==> src/rtl/lfd_pkg.sv <==
package lfd_pkg;

    localparam int FRAME_W = 80;
    localparam int LEN_W   = $clog2(FRAME_W + 1);

    typedef enum logic [1:0] {
        DL_FIXED    = 2'd0,
        DL_LONGREF  = 2'd1,
        DL_LEADZERO = 2'd2,
        DL_DIBIT    = 2'd3
    } dl_mode_e;

    typedef enum logic [2:0] {
        ST_IDLE,
        ST_START,
        ST_REF,
        ST_ON,
        ST_GAP
    } tx_state_e;

    typedef struct packed {
        logic [31:0] pwd;
        logic [31:0] data;
        logic [2:0]  addr;
        logic        page;
        logic        use_pwd;
        logic        test;
        logic        rst_cmd;
        logic        rd;
        logic        regrd;
        dl_mode_e    mode;
    } cmd_t;

    // Place the n low bits of v into frame f starting at send position pos.
    // The bit at FRAME_W-1 is the first one sent; the upper bits of v must be zero.
    function automatic logic [FRAME_W-1:0] put_bits(input logic [FRAME_W-1:0] f,
                                                    input logic [31:0] v,
                                                    input int pos,
                                                    input int n);
        logic [FRAME_W-1:0] w;
        w = '0;
        w[31:0] = v;
        return f | (w << (FRAME_W - pos - n));
    endfunction

endpackage

==> src/rtl/lfd_frame_build.sv <==
module lfd_frame_build
    import lfd_pkg::*;
(
    input  cmd_t             cmd,
    output logic [FRAME_W-1:0] frame,
    output logic [LEN_W-1:0]   nbits
);
    always_comb begin
        logic [FRAME_W-1:0] f;
        int pos;
        logic two_zero_modes;
        f = '0;
        pos = 0;
        two_zero_modes = (cmd.mode == DL_LEADZERO) || (cmd.mode == DL_DIBIT);
        // Preamble zeros
        if (two_zero_modes) pos = pos + 1;
        if (cmd.mode == DL_DIBIT) pos = pos + 1;
        if (cmd.rst_cmd) begin
            pos = pos + 2;
        end else begin
            f = put_bits(f, {30'd0, ~cmd.test, cmd.test | cmd.page}, pos, 2);
            pos = pos + 2;
            if (cmd.use_pwd) begin
                if (two_zero_modes) pos = pos + 2;
                f = put_bits(f, cmd.pwd, pos, 32);
                pos = pos + 32;
            end
            if (!cmd.regrd) pos = pos + 1;
            if (!cmd.rd) begin
                f = put_bits(f, cmd.data, pos, 32);
                pos = pos + 32;
            end
            if (!cmd.regrd) begin
                f = put_bits(f, {29'd0, cmd.addr}, pos, 3);
                pos = pos + 3;
            end
        end
        frame = f;
        nbits = LEN_W'(pos);
    end
endmodule

==> src/rtl/lfd_tick_timer.sv <==
module lfd_tick_timer #(
    parameter int CNT_W = 8
) (
    input  logic             clk,
    input  logic             rst,
    input  logic             run,
    input  logic             tick,
    input  logic [CNT_W-1:0] target,
    output logic             expire
);
    logic [CNT_W-1:0] cnt;

    assign expire = run && tick && (cnt == target - CNT_W'(1));

    always_ff @(posedge clk) begin
        if (rst || !run || expire) begin
            cnt <= '0;
        end else if (tick) begin
            cnt <= cnt + CNT_W'(1);
        end
    end
endmodule

==> src/rtl/lf_downlink_tx.sv <==
module lf_downlink_tx
    import lfd_pkg::*;
#(
    parameter int START_TICKS  = 31,
    parameter int GAP_TICKS    = 20,
    parameter int ZERO_TICKS   = 18,
    parameter int ONE_TICKS    = 50,
    parameter int LZ_ONE_TICKS = 40,
    parameter int D01_TICKS    = 34,
    parameter int D10_TICKS    = 50,
    parameter int D11_TICKS    = 66,
    parameter int REF_EXTRA    = 136,
    parameter int CNT_W        = 8
) (
    input  logic        clk,
    input  logic        rst,
    input  logic        tick,
    input  logic        req_valid,
    input  logic [31:0] pwd,
    input  logic [31:0] data,
    input  logic [2:0]  addr,
    input  logic        page,
    input  logic        use_pwd,
    input  logic        test_mode,
    input  logic        reset_cmd,
    input  logic        read_cmd,
    input  logic        reg_read,
    input  logic [1:0]  dl_mode,
    output logic        field_on,
    output logic        busy,
    output logic        done
);
    localparam logic [CNT_W-1:0] T_START = CNT_W'(START_TICKS);
    localparam logic [CNT_W-1:0] T_GAP   = CNT_W'(GAP_TICKS);
    localparam logic [CNT_W-1:0] T_ZERO  = CNT_W'(ZERO_TICKS);
    localparam logic [CNT_W-1:0] T_ONE   = CNT_W'(ONE_TICKS);
    localparam logic [CNT_W-1:0] T_LZONE = CNT_W'(LZ_ONE_TICKS);
    localparam logic [CNT_W-1:0] T_D01   = CNT_W'(D01_TICKS);
    localparam logic [CNT_W-1:0] T_D10   = CNT_W'(D10_TICKS);
    localparam logic [CNT_W-1:0] T_D11   = CNT_W'(D11_TICKS);
    localparam logic [CNT_W-1:0] T_REF   = CNT_W'(ZERO_TICKS + REF_EXTRA);

    cmd_t               cmd;
    logic [FRAME_W-1:0] frame_new;
    logic [LEN_W-1:0]   nbits_new;

    tx_state_e          state;
    logic [FRAME_W-1:0] shreg;
    logic [LEN_W-1:0]   left;
    dl_mode_e           mode;
    logic [LEN_W-1:0]   step;
    logic [CNT_W-1:0]   sym_on;
    logic [CNT_W-1:0]   target;
    logic               expire;

    assign cmd = '{pwd: pwd, data: data, addr: addr, page: page, use_pwd: use_pwd,
                   test: test_mode, rst_cmd: reset_cmd, rd: read_cmd, regrd: reg_read,
                   mode: dl_mode_e'(dl_mode)};

    lfd_frame_build u_build (
        .cmd   (cmd),
        .frame (frame_new),
        .nbits (nbits_new)
    );

    assign step = (mode == DL_DIBIT) ? LEN_W'(2) : LEN_W'(1);

    // On-time of the symbol at the head of the shift register
    always_comb begin
        unique case (mode)
            DL_DIBIT: begin
                unique case (shreg[FRAME_W-1 -: 2])
                    2'b00:   sym_on = T_ZERO;
                    2'b01:   sym_on = T_D01;
                    2'b10:   sym_on = T_D10;
                    default: sym_on = T_D11;
                endcase
            end
            DL_LEADZERO: sym_on = shreg[FRAME_W-1] ? T_LZONE : T_ZERO;
            default:     sym_on = shreg[FRAME_W-1] ? T_ONE : T_ZERO;
        endcase
    end

    always_comb begin
        unique case (state)
            ST_START: target = T_START;
            ST_REF:   target = T_REF;
            ST_ON:    target = sym_on;
            default:  target = T_GAP;
        endcase
    end

    lfd_tick_timer #(.CNT_W(CNT_W)) u_timer (
        .clk    (clk),
        .rst    (rst),
        .run    (state != ST_IDLE),
        .tick   (tick),
        .target (target),
        .expire (expire)
    );

    always_ff @(posedge clk) begin
        if (rst) begin
            state <= ST_IDLE;
            shreg <= '0;
            left  <= '0;
            mode  <= DL_FIXED;
            done  <= 1'b0;
        end else begin
            done <= 1'b0;
            unique case (state)
                ST_IDLE: if (req_valid) begin
                    shreg <= frame_new;
                    left  <= nbits_new;
                    mode  <= cmd.mode;
                    state <= ST_START;
                end
                ST_START: if (expire) state <= (mode == DL_LONGREF) ? ST_REF : ST_ON;
                ST_REF:   if (expire) state <= ST_GAP;
                ST_ON: if (expire) begin
                    shreg <= shreg << step;
                    left  <= left - step;
                    state <= ST_GAP;
                end
                default: if (expire) begin
                    if (left >= step) begin
                        state <= ST_ON;
                    end else begin
                        state <= ST_IDLE;
                        done  <= 1'b1;
                    end
                end
            endcase
        end
    end

    assign field_on = (state == ST_IDLE) || (state == ST_ON) || (state == ST_REF);
    assign busy     = (state != ST_IDLE);
endmodule

==> config.mk <==
export PLATFORM = sky130hd
export DESIGN_NAME = lf_downlink_tx
export DESIGN_NICKNAME = d
export VERILOG_FILES = /design/src/rtl/lfd_pkg.sv /design/src/rtl/lfd_frame_build.sv /design/src/rtl/lfd_tick_timer.sv /design/src/rtl/lf_downlink_tx.sv
export SDC_FILE = /design/constraint.sdc
export NUM_CORES = 1
export LEC_CHECK = 0
export BUFFER_PORTS_ARGS = -buffer_cell sky130_fd_sc_hd__buf_2
export CAP_MARGIN = 10
export CORE_UTILIZATION = 35
export CTS_BUF_LIST = sky130_fd_sc_hd__clkbuf_4 sky130_fd_sc_hd__clkbuf_8
export DETAILED_ROUTE_END_ITERATION = 7
export SYNTH_ARGS = -nofsm -noshare
export SYNTH_HDL_FRONTEND = slang
export SYNTH_SLANG_ARGS = --single-unit
==> constraint.sdc <==
create_clock -name clk -period 6.41 [get_ports clk]
set_input_delay 1.923 -clock clk [delete_from_list [all_inputs] [get_ports clk]]
set_output_delay 1.923 -clock clk [all_outputs]
set_load 0.02 [all_outputs]
Word level (Yosys, flattened, before mapping)
Index checks and enable logic that the tools add are counted.

Register bits: 101. Logic and storage cells: 108.

Reductions and logical operators: 18. Bitwise operators: 6. Shift operators: 5. Add/subtract/negate cells: 18. Mux-type cells: 39. Order comparisons: 1. Eq/ne operators: 15.

Operator list (number): 80-bit two-way mux (8); 32-bit two-way mux (10); 80-bit OR (3); 80-bit one-hot mux with 2 select lines (1); 32-bit by 32-bit << shifter with 80-bit output (2); 8-bit by 32-bit subtractor with 32-bit output (first input constant) (4); 2-bit by 32-bit << shifter with 80-bit output (1); 3-bit by 32-bit << shifter with 80-bit output (1); 80-bit by 2-bit << shifter with 80-bit output (1); 32-bit by 3-bit adder with 32-bit output (second input constant) (2); 32-bit by 7-bit adder with 32-bit output (second input constant) (2); 32-bit by 3-bit subtractor with 32-bit output (second input constant) (2); 32-bit by 7-bit subtractor with 32-bit output (second input constant) (2); 32-bit by 2-bit adder with 32-bit output (second input constant) (1); 7-bit two-way mux (4); 8-bit one-hot mux with 3 select lines (1); 7-bit one-hot mux with 3 select lines (1); 8-bit one-hot mux with 2 select lines (1); 7-bit one-hot mux with 2 select lines (1); 3-bit two-way mux (4); 6-bit two-way mux (2); 2-bit equality test (second input constant) (5); 3-bit one-hot mux with 3 select lines (1); 8-bit by 1-bit adder with 8-bit output (second input constant) (1); 27 further kinds (41).

Logic depth before layout (Yosys ltp)
Gate-level depths: netlist (run 1).

Word-level depth: 27. Depth in mapped cells: 20. Gate-level depth less buffers: 13.

Modules after synthesis
From an unflattened synthesis (run 1), not the netlist that was laid out.

Cells, all modules: 1513. Area total of the unflattened synthesis: 11091.9 um^2.

Modules (own cells, without submodules): lfd_frame_build (area each 5459.0 um^2, instances 1, cells each 857); lf_downlink_tx (area each 4968.5 um^2, instances 1, cells each 571); lfd_tick_timer (area each 664.4 um^2, instances 1, cells each 85).

Worst setup path after synthesis (run 1)
No wires, ideal clock.

Path type: input port to flip-flop. From: input dl_mode[0]. To: register shreg[31]. Slack: 896 ps. Arrival: 5389 ps. Path buffers: 7. Setup time: 124 ps. Stages on the path: 17. Path through: buf_2 > nor2b_2 > xnor2_2 > inv_1 > buf_2 > buf_2 > ha_1 > buf_2 > nand2b_1 > o211a_1 > buf_4 > buf_6 > buf_6 > mux4_2 > mux4_2 > a221oi_1 > a21oi_1.

Word-level cells in the longest chain between the ends: 27. Elaborated cells between the ends (all ways): 43. Those cells by class: 14 x add/sub; 2 x eq/ne; 4 x shift; 19 x mux; 3 x bitwise; 1 x reduce/logical.

RTL lines: start, declared (RTL line lf_downlink_tx.sv:28) `input logic [1:0] dl_mode,`; 2-bit equality test, on equally long branches (RTL line lfd_frame_build.sv:14, lfd_frame_build.sv:17); 1-bit logical OR (RTL line lfd_frame_build.sv:14) `two_zero_modes = (cmd.mode == DL_LEADZERO) || (cmd.mode == DL_DIBIT);`; 1-bit two-way mux (RTL line lfd_frame_build.sv:16) `if (two_zero_modes) pos = pos + 1;`; 1-bit by 1-bit adder with 2-bit output (RTL line lfd_frame_build.sv:17) `if (cmd.mode == DL_DIBIT) pos = pos + 1;`; 32-bit two-way mux (RTL line lfd_frame_build.sv:17); 32-bit by 3-bit adder with 32-bit output; 32-bit by 3-bit adder with 32-bit output (RTL line lfd_frame_build.sv:24) `if (two_zero_modes) pos = pos + 2;`; 32-bit two-way mux (RTL line lfd_frame_build.sv:24); [11 not listed]; 8-bit by 32-bit subtractor with 32-bit output / 80-bit OR (equally long branches) (RTL line lfd_pkg.sv:43) `return f | (w << (FRAME_W - pos - n));`; 32-bit by 3-bit subtractor with 32-bit output / 80-bit two-way mux (equally long branches) (RTL line lfd_pkg.sv:43, lfd_frame_build.sv:29); 3-bit by 32-bit << shifter with 80-bit output / 80-bit two-way mux (equally long branches) (RTL line lfd_pkg.sv:43, lfd_frame_build.sv:18); 80-bit OR (RTL line lfd_pkg.sv:43); 80-bit two-way mux (*) (RTL line lfd_frame_build.sv:33) `if (!cmd.regrd) begin`; 80-bit two-way mux (*) (RTL line lfd_frame_build.sv:18) `if (cmd.rst_cmd) begin`; 80-bit two-way mux (*) (RTL line lf_downlink_tx.sv:112) `ST_IDLE: if (req_valid) begin`; 80-bit one-hot mux with 2 select lines (*) (RTL line lf_downlink_tx.sv:111) `unique case (state)`; end signal, assigned (RTL line lf_downlink_tx.sv:113) `shreg <= frame_new;`; end signal, assigned (RTL line lf_downlink_tx.sv:121) `shreg <= shreg << step;`; end, declared (RTL line lf_downlink_tx.sv:48) `logic [FRAME_W-1:0] shreg;`.

Mark *: on every way between the ends. The rest lies on a longest branch, timed or not. The select of a mux whose other input is x is not followed. A chain may end at the register's enable or synchronous reset.

Worst setup path in the final report (run 1)
From: input reg_read. To: register shreg[74].

Word-level cells in the longest chain between the ends: 13. Elaborated cells between the ends (all ways): 19. Those cells by class: 5 x add/sub; 2 x shift; 10 x mux; 2 x bitwise.

RTL lines: start, declared (RTL line lf_downlink_tx.sv:27) `input logic reg_read,`; 32-bit two-way mux (RTL line lfd_frame_build.sv:28) `if (!cmd.regrd) pos = pos + 1;`; 32-bit two-way mux (RTL line lfd_frame_build.sv:18); 32-bit by 7-bit adder with 32-bit output / 8-bit by 32-bit subtractor with 32-bit output (equally long branches) (RTL line lfd_frame_build.sv:31, lfd_pkg.sv:43); 32-bit two-way mux / 32-bit by 7-bit subtractor with 32-bit output (equally long branches) (RTL line lfd_frame_build.sv:29, lfd_pkg.sv:43); 32-bit two-way mux / 32-bit by 32-bit << shifter with 80-bit output (equally long branches) (RTL line lfd_frame_build.sv:18, lfd_pkg.sv:43); 8-bit by 32-bit subtractor with 32-bit output / 80-bit OR (equally long branches) (RTL line lfd_pkg.sv:43); 32-bit by 3-bit subtractor with 32-bit output / 80-bit two-way mux (equally long branches) (RTL line lfd_pkg.sv:43, lfd_frame_build.sv:29); 3-bit by 32-bit << shifter with 80-bit output / 80-bit two-way mux (equally long branches) (RTL line lfd_pkg.sv:43, lfd_frame_build.sv:18); 80-bit OR (RTL line lfd_pkg.sv:43); 80-bit two-way mux (*) (RTL line lfd_frame_build.sv:33); 80-bit two-way mux (*) (RTL line lfd_frame_build.sv:18); 80-bit two-way mux (*) (RTL line lf_downlink_tx.sv:112); 80-bit one-hot mux with 2 select lines (*) (RTL line lf_downlink_tx.sv:111).

Marked as above.

==> results_dict.tcl, run 1 <==
set metrics [dict create \
    status "finished, final reports clean" \
    power_leakage_nw 4.27 \
    max_stage_delay_ns 0.61 \
    power.density_nw_per_um2 191 \
    ys.flop_type "dfxtp_1" \
    start_util_pct 35.8 \
    critPathMaxFanout 17 \
    netlist_area_um2 10400 \
    viasPerCell 6.77 \
    pin_count 82 \
    crit_arrival_ns 6.03 \
    final.min_clock_period_ns 5.74 \
    hp-class "reg2reg" \
    drt_pass1_iterations 8 \
    drv_slew 0 \
    die_h_um 174 \
    worst-path-buf-inv 3 \
    critical_path_class "in2reg" \
    grt_pass1_wl_um 71500 \
    rsz0062_at_grt "no" \
    drive_gt1_share_pct 15.7 \
    setup_viol 0 \
    post_drt_wl_per_cell_um 26.4 \
    yosysWarnings 0 \
    drv_cap 0 \
    drc 0 \
    synth_enable_flop_cells 0 \
    clk_latency_ns 0.42 \
    synthArstFlopShare_pct 0 \
    final_cell_mix "nand2_1, nor2_1, a21oi_1" \
    grt_max_degree 71 \
    whs_endpoint "shreg[0]" \
    clkSinkCount 101 \
    synth-simple-area-share_pct 19.2 \
    synth_area_leaders "dfxtp_1, mux2i_1, nand2_1, a21oi_1, nor2_1" \
    syn_nets 1486 \
    synth_xor_area_share_pct 1.34 \
    peakVddDrop_mv 0.0903 \
    hold_violations 0 \
    tns_ns 0 \
    hp-start "shreg[0]" \
    coreArea_um2 28900 \
    timing.hold.ws_ns 0.487 \
    post_cts_resized 0 \
    place.gp.congestion 1.01 \
    clock-root-buffer "clkbuf_8" \
    drt_wl_total_um 47400 \
    critPathSlowestCell "a211oi_1" \
    synth_cells 1393 \
    synth_mux_area_share_pct 17.7 \
    row_count 62 \
    fmax_mhz 174 \
    rrSetupSlack_ns 2.18 \
    area_delta_synth_final_pct 8.65 \
    power_frac_clock_pct 19.9 \
    crit_family "compound AO/OA/AOI/OAI gates" \
    ctsHoldBuffers 0 \
    grt.overflow.total 0 \
    critPathCaptureType "flop" \
    regToRegEndpoint "shreg[5]" \
    switching_power_uw 991 \
    cp_cell_sequence "buf_2 -> nand2b_1 -> xnor2_1 -> nand2_1 -> inv_1 -> ha_2 -> nand2b_1 -> o211a_2 -> buf_4 -> mux2i_1 -> nand2_1 -> o2bb2ai_1 -> nor3_1 -> a211oi_1 -> o41ai_2" \
    p_comb_share_pct 46.9 \
    htree_levels 3 \
    synth_fa_ha_area_share_pct 1.86 \
    final_common_cell "nand2_1" \
    grt_use_total_pct 30.6 \
    grt_pass1_vias 11300 \
    netlist.area_leader.share_pct 19.5 \
    dpl.hpwl_um 34100 \
    clk_pin_slew_worst_paths_ns 0.12 \
    synth_top_area_cell "dfxtp_1" \
    final_nets 1499 \
    die-area_um2 30300 \
    numCtsBuffers 9 \
    synth-compound-area-share_pct 33.1 \
    reg2reg_depth 12 \
    max-slew-margin-rel_pct 11.5 \
    intPower_mw 1.16 \
    antenna_found_initial 0 \
    ys_ff_latch 101 \
    cts_tree "yes" \
    synth.distinct_cells 93 \
    skew_ns 0.0170 \
    portBuffers 81 \
    antenna_left 0 \
    drt-initial-drc-count 1822 \
    die_x_um 174 \
    ys_seq_area_share_pct 19.5 \
    max_slew.worst_pin.slew_ns 1.32 \
    vias 12200 \
    cp.depth 15 \
    reg2reg_from "state[0]" \
    required_ns 6.70 \
    clockBufferDepth 2 \
    synth_top_family_by_area "compound AO/OA/AOI/OAI gates" \
    period_share_pct 89.6 \
    cp-start-kind "input port" \
    min_path_cells 2 \
    p_sw_share_pct 46.1 \
    pwr-share-seq_pct 33.2 \
    avgSynthCellArea_um2 7.43 \
    postCtsSetupRepairBufs 0 \
]
==> worst reg2reg max path, cell delays in order, from the launching register on <==
cell and delay, ns:
dfxtp_1 0.55, nand4_1 0.13, o21ai_0 0.18, ha_1 0.30, o21bai_1 0.15, a21boi_0 0.11
or3_1 0.36, a2111oi_4 0.45, and2_1 0.48, o2bb2ai_4 0.32, buf_4 0.64, o311a_1 0.37
nor3_1 0.06
==> layout make-up <==
type	instances	area (um2)
antenna	1	2.50
clock buffer	9	124
clock inverter	7	66.3
fill	3078	17700
inverter	27	101
multi-input combinational	1131	7620
sequential	101	2020
tap	384	480
timing repair buffer	136	828
==> synth_stat cells (21+ instances only) <==
library cell	count
nand2_1	179
nor2_1	144
o211ai_1	21
a31oi_1	25
inv_1	24
o32ai_1	27
clkbuf_1	70
mux4_2	23
o21ai_0	80
a21oi_1	127
dfxtp_1	101
nand3_1	24
mux2i_1	120
buf_2	26
a211oi_1	48
o22ai_1	37
nor3_1	50
==> power groups by stage <==
stage	sequential [mW]	combinational (mW)	clock [mW]
finish	0.714	1.01	0.428
global placement	0.725	0.956	0
detailed placement	0.726	0.955	0
global route	0.718	1.05	0.453
CTS	0.712	0.959	0.427
floorplan	0.711	0.603	0
==> sequential cells by signal (all words and copies together), names as in the netlist <==
| register | cells |
|---|---|
| left | 7 |
| mode | 2 |
| done | 1 |
| state | 3 |
| shreg | 80 |
| u_timer.cnt | 8 |
==> stage by stage <==
stage / instance area, um2 / utilization [%] / total power [mW] / instances / setup slack, ns
after CTS: 11200 / 38.8 / 2.10 / 1794 / 0.885
after global routing: 11200 / 38.9 / 2.22 / 1795 / 0.390
final: 11200 / 38.9 / 2.15 / 1796 / 0.666
after global placement: 11000 / 38.2 / 1.68 / 1778 / 0.512
after detailed placement: 11000 / 38.2 / 1.68 / 1778 / 0.462
after floorplan: 10400 / - / 1.31 / 1393 / 0.896
==> metal layers <==
metal / track usage, % / vias to the layer above / wire length [um]
li1: - / 5330 / -
met1: 40.4 / 5818 / 19100
met2: 46.2 / 833 / 20400
met3: 8.16 / 177 / 5500
met4: 14.0 / 0 / 2460
met5: 0 / - / 0
==> cell families after synthesis <==
group / after synthesis
fa+ha+maj: 15
simple gates: 452
xor+xnor: 15
flops: 101
compound gates: 496
mux: 153
buf+inv: 161
==> worst max-delay path by stage <==
stage | slack, ns | start | endpoint
2_1_floorplan | 0.90 | dl_mode[0] | shreg[31]
6_report | 0.67 | reg_read | shreg[74]
4_1_cts | 0.89 | reg_read | shreg[55]
3_5_place_dp | 0.46 | reg_read | shreg[74]
5_1_grt | 0.39 | reg_read | shreg[74]
3_3_place_gp | 0.51 | reg_read | shreg[38]
(Power assumes the default switching activity.)
==> run 2: changes to the inputs <==
--- a/config.mk
+++ b/config.mk
@@ -5,6 +5,7 @@
 export SDC_FILE = /design/constraint.sdc
 export NUM_CORES = 1
 export LEC_CHECK = 0
+export ABC_AREA = 1
 export BUFFER_PORTS_ARGS = -buffer_cell sky130_fd_sc_hd__buf_2
 export CAP_MARGIN = 10
 export CORE_UTILIZATION = 35
==> run 2 against run 1 <==
Routed wire length down 5.4%; register-to-register slack better by 0.49 ns; worst setup slack better by 0.47 ns; largest power group unchanged; final cell count up 23%; critical path type unchanged; critical endpoint is now shreg[61].
==> results_dict.tcl, run 2 <==
set metrics [dict create \
    status "finished, final reports clean" \
    netlist.area_leader.share_pct 19.9 \
    drive_gt1_share_pct 7.97 \
    critPathSlowestCell "o21ai_0" \
    ctsHoldBuffers 0 \
    postCtsSetupRepairBufs 0 \
    numCtsBuffers 9 \
    viasPerCell 5.83 \
    start_util_pct 35.5 \
    die_x_um 172 \
    reg2reg_from "state[2]" \
    portBuffers 81 \
    post_cts_resized 0 \
    clock-root-buffer "clkbuf_8" \
    die-area_um2 29800 \
    synth_top_area_cell "dfxtp_1" \
    ys_seq_area_share_pct 19.9 \
    top_regs "shreg (80), u_timer.cnt (8), left (7)" \
    critical_path_class "in2reg" \
    pin_count 82 \
    synth_enable_flop_cells 0 \
    synth_area_leaders "dfxtp_1, nand3_1, nand2_1, o21ai_0, a21oi_1" \
    die_h_um 172 \
    area.sequential_um2 2020 \
    final.min_clock_period_ns 5.27 \
    reg2reg_depth 19 \
    peakVddDrop_mv 0.105 \
    grt.busiest_layer "met2" \
    antenna_found_initial 0 \
    avgSynthCellArea_um2 5.51 \
    cp-start-kind "input port" \
    multiInputGateArea_um2 7030 \
    grt_pass1_vias 11200 \
    critPathCaptureType "flop" \
    setup_viol 0 \
    drt_wl_total_um 44900 \
    drc 0 \
    placed_cell_area_um2 10600 \
    coreArea_um2 28600 \
    ys_ff_latch 101 \
    grt_pass1_wl_um 67100 \
    critPathMaxFanout 43 \
    hold_violations 0 \
    max_slew.worst_pin.slew_ns 0.967 \
    dpl.hpwl_um 33300 \
    required_ns 6.75 \
    synth.distinct_cells 51 \
    final_nets 1922 \
    antenna_left 0 \
    clkSinkCount 101 \
    nFillCells 3277 \
    post_drt_wl_per_cell_um 20.2 \
    synth_most_common_cell "nand2_1" \
    final_common_cell "nand2_1" \
    clk_pin_slew_worst_paths_ns 0.12 \
    final_cell_mix "nand2_1, nand3_1, nor2_1" \
    cp_cell_sequence "buf_2 -> nand2_1 -> a21oi_2 -> nand2_1 -> nand2_1 -> ha_1 -> nand2_2 -> nand2_2 -> buf_4 -> nand3_1 -> nand3_1 -> nand2_1 -> nand2_1 -> nand2_1 -> o21ai_0 -> nand2_1 -> a21oi_1" \
    largest_register_ffs 80 \
    drt-initial-drc-count 1399 \
    fmax_mhz 190 \
    synth_cells 1847 \
    grtUsageMet2_pct 44.4 \
    yosysWarnings 0 \
    synthArstFlopShare_pct 0 \
    hp-class "reg2reg" \
    grt.overflow.total 0 \
    crit_top_cell "nand2_1" \
    postLayoutCellArea_um2 10800 \
    cts_tree "yes" \
    row_count 62 \
    drt_pass1_iterations 6 \
    area_delta_synth_final_pct 6.60 \
    max_stage_delay_ns 0.59 \
    max-slew-margin-rel_pct 35.5 \
    clockBufferDepth 2 \
    rsz0062_at_grt "no" \
    hp-start "left[0]" \
    clk_latency_ns 0.41 \
    syn_nets 1940 \
    drv_slew 0 \
    ys.flop_type "dfxtp_1" \
    drv_cap 0 \
    top_register "shreg" \
    grt_max_degree 82 \
    period_share_pct 82.2 \
    place.gp.congestion 1.05 \
    power_leakage_nw 4.71 \
    met1_usage_pct 42.2 \
    power.total_mw 2.48 \
    vias 12900 \
    htree_levels 3 \
    rrSetupSlack_ns 2.67 \
    skew_ns 0.0180 \
    grt_use_total_pct 30.1 \
    tns_ns 0 \
    startpoint "use_pwd" \
    crit_arrival_ns 5.61 \
    synth_top_cells_by_count "nand2_1, nand3_1, nor2_1, o21ai_0, a21oi_1" \
    netlist_area_um2 10200 \
    power.density_nw_per_um2 229 \
    min_path_cells 2 \
    gr-usage-met3_pct 5.54 \
]
[run 2: worst max-delay path: cells and delay by family]
family	cells	cell delay [ns]
compound gates	3	0.92
simple gates	11	1.71
fa+ha+maj	1	0.31
buf+inv	2	0.70
[run 2: logic make-up (layout without fill, tap and decap cells)]
logic type,count (synthesis),count (layout),share of synthesized area [%]
muxes,1,1,0.0984
DFF,101,101,19.9
adders and majority gates,14,14,1.80
AOI/OAI and AO/OA,430,430,22.7
other,0,1,0
and+or+nand+nor,1017,1017,43.5
xor gates and xnor gates,9,9,0.775
buffers and inverters,275,261,11.2
[run 2: cell type report]
| cell class | count | area share (%) |
|---|---|---|
| Antenna cell | 1 | 0.0231 |
| Clock buffer | 9 | 1.14 |
| Clock inverter | 6 | 0.704 |
| Inverter | 145 | 5.04 |
| Multi-Input combinational cell | 1471 | 64.8 |
| Sequential cell | 101 | 18.6 |
| Tap cell | 384 | 4.43 |
| Timing Repair Buffer | 101 | 5.24 |
[run 2: layer usage]
layer	vias up	part of all wire (%)
met2	712	42
li1	6199	-
met3	107	9.4
met4	0	4.4
met1	5914	44
met5	-	0
[run 2: power breakdown]
part / total [mW] / internal, mW / leakage (nW) / switching [mW]
logic: 1.19 / 0.342 / 3.79 / 0.843
clock network: 0.466 / 0.183 / 0.0980 / 0.283
registers: 0.832 / 0.745 / 0.828 / 0.0873
total: 2.48 / 1.27 / 4.71 / 1.21
[run 2: final timing paths]
path / end
setup / recovery: shreg[61]
hold / removal: left[0]
setup reg to reg: shreg[20]
hold reg to reg: left[0]
[run 2: per-stage QoR]
step	cells	util (%)	hold WS (ns)	setup WS [ns]
2_1_floorplan	1847	-	0.444	2.08
3_3_place_gp	2202	37.2	0.455	0.856
3_5_place_dp	2202	37.2	0.465	0.892
4_1_cts	2217	37.9	0.487	1.31
5_1_grt	2217	37.9	0.510	0.972
6_report	2218	37.9	0.484	1.14
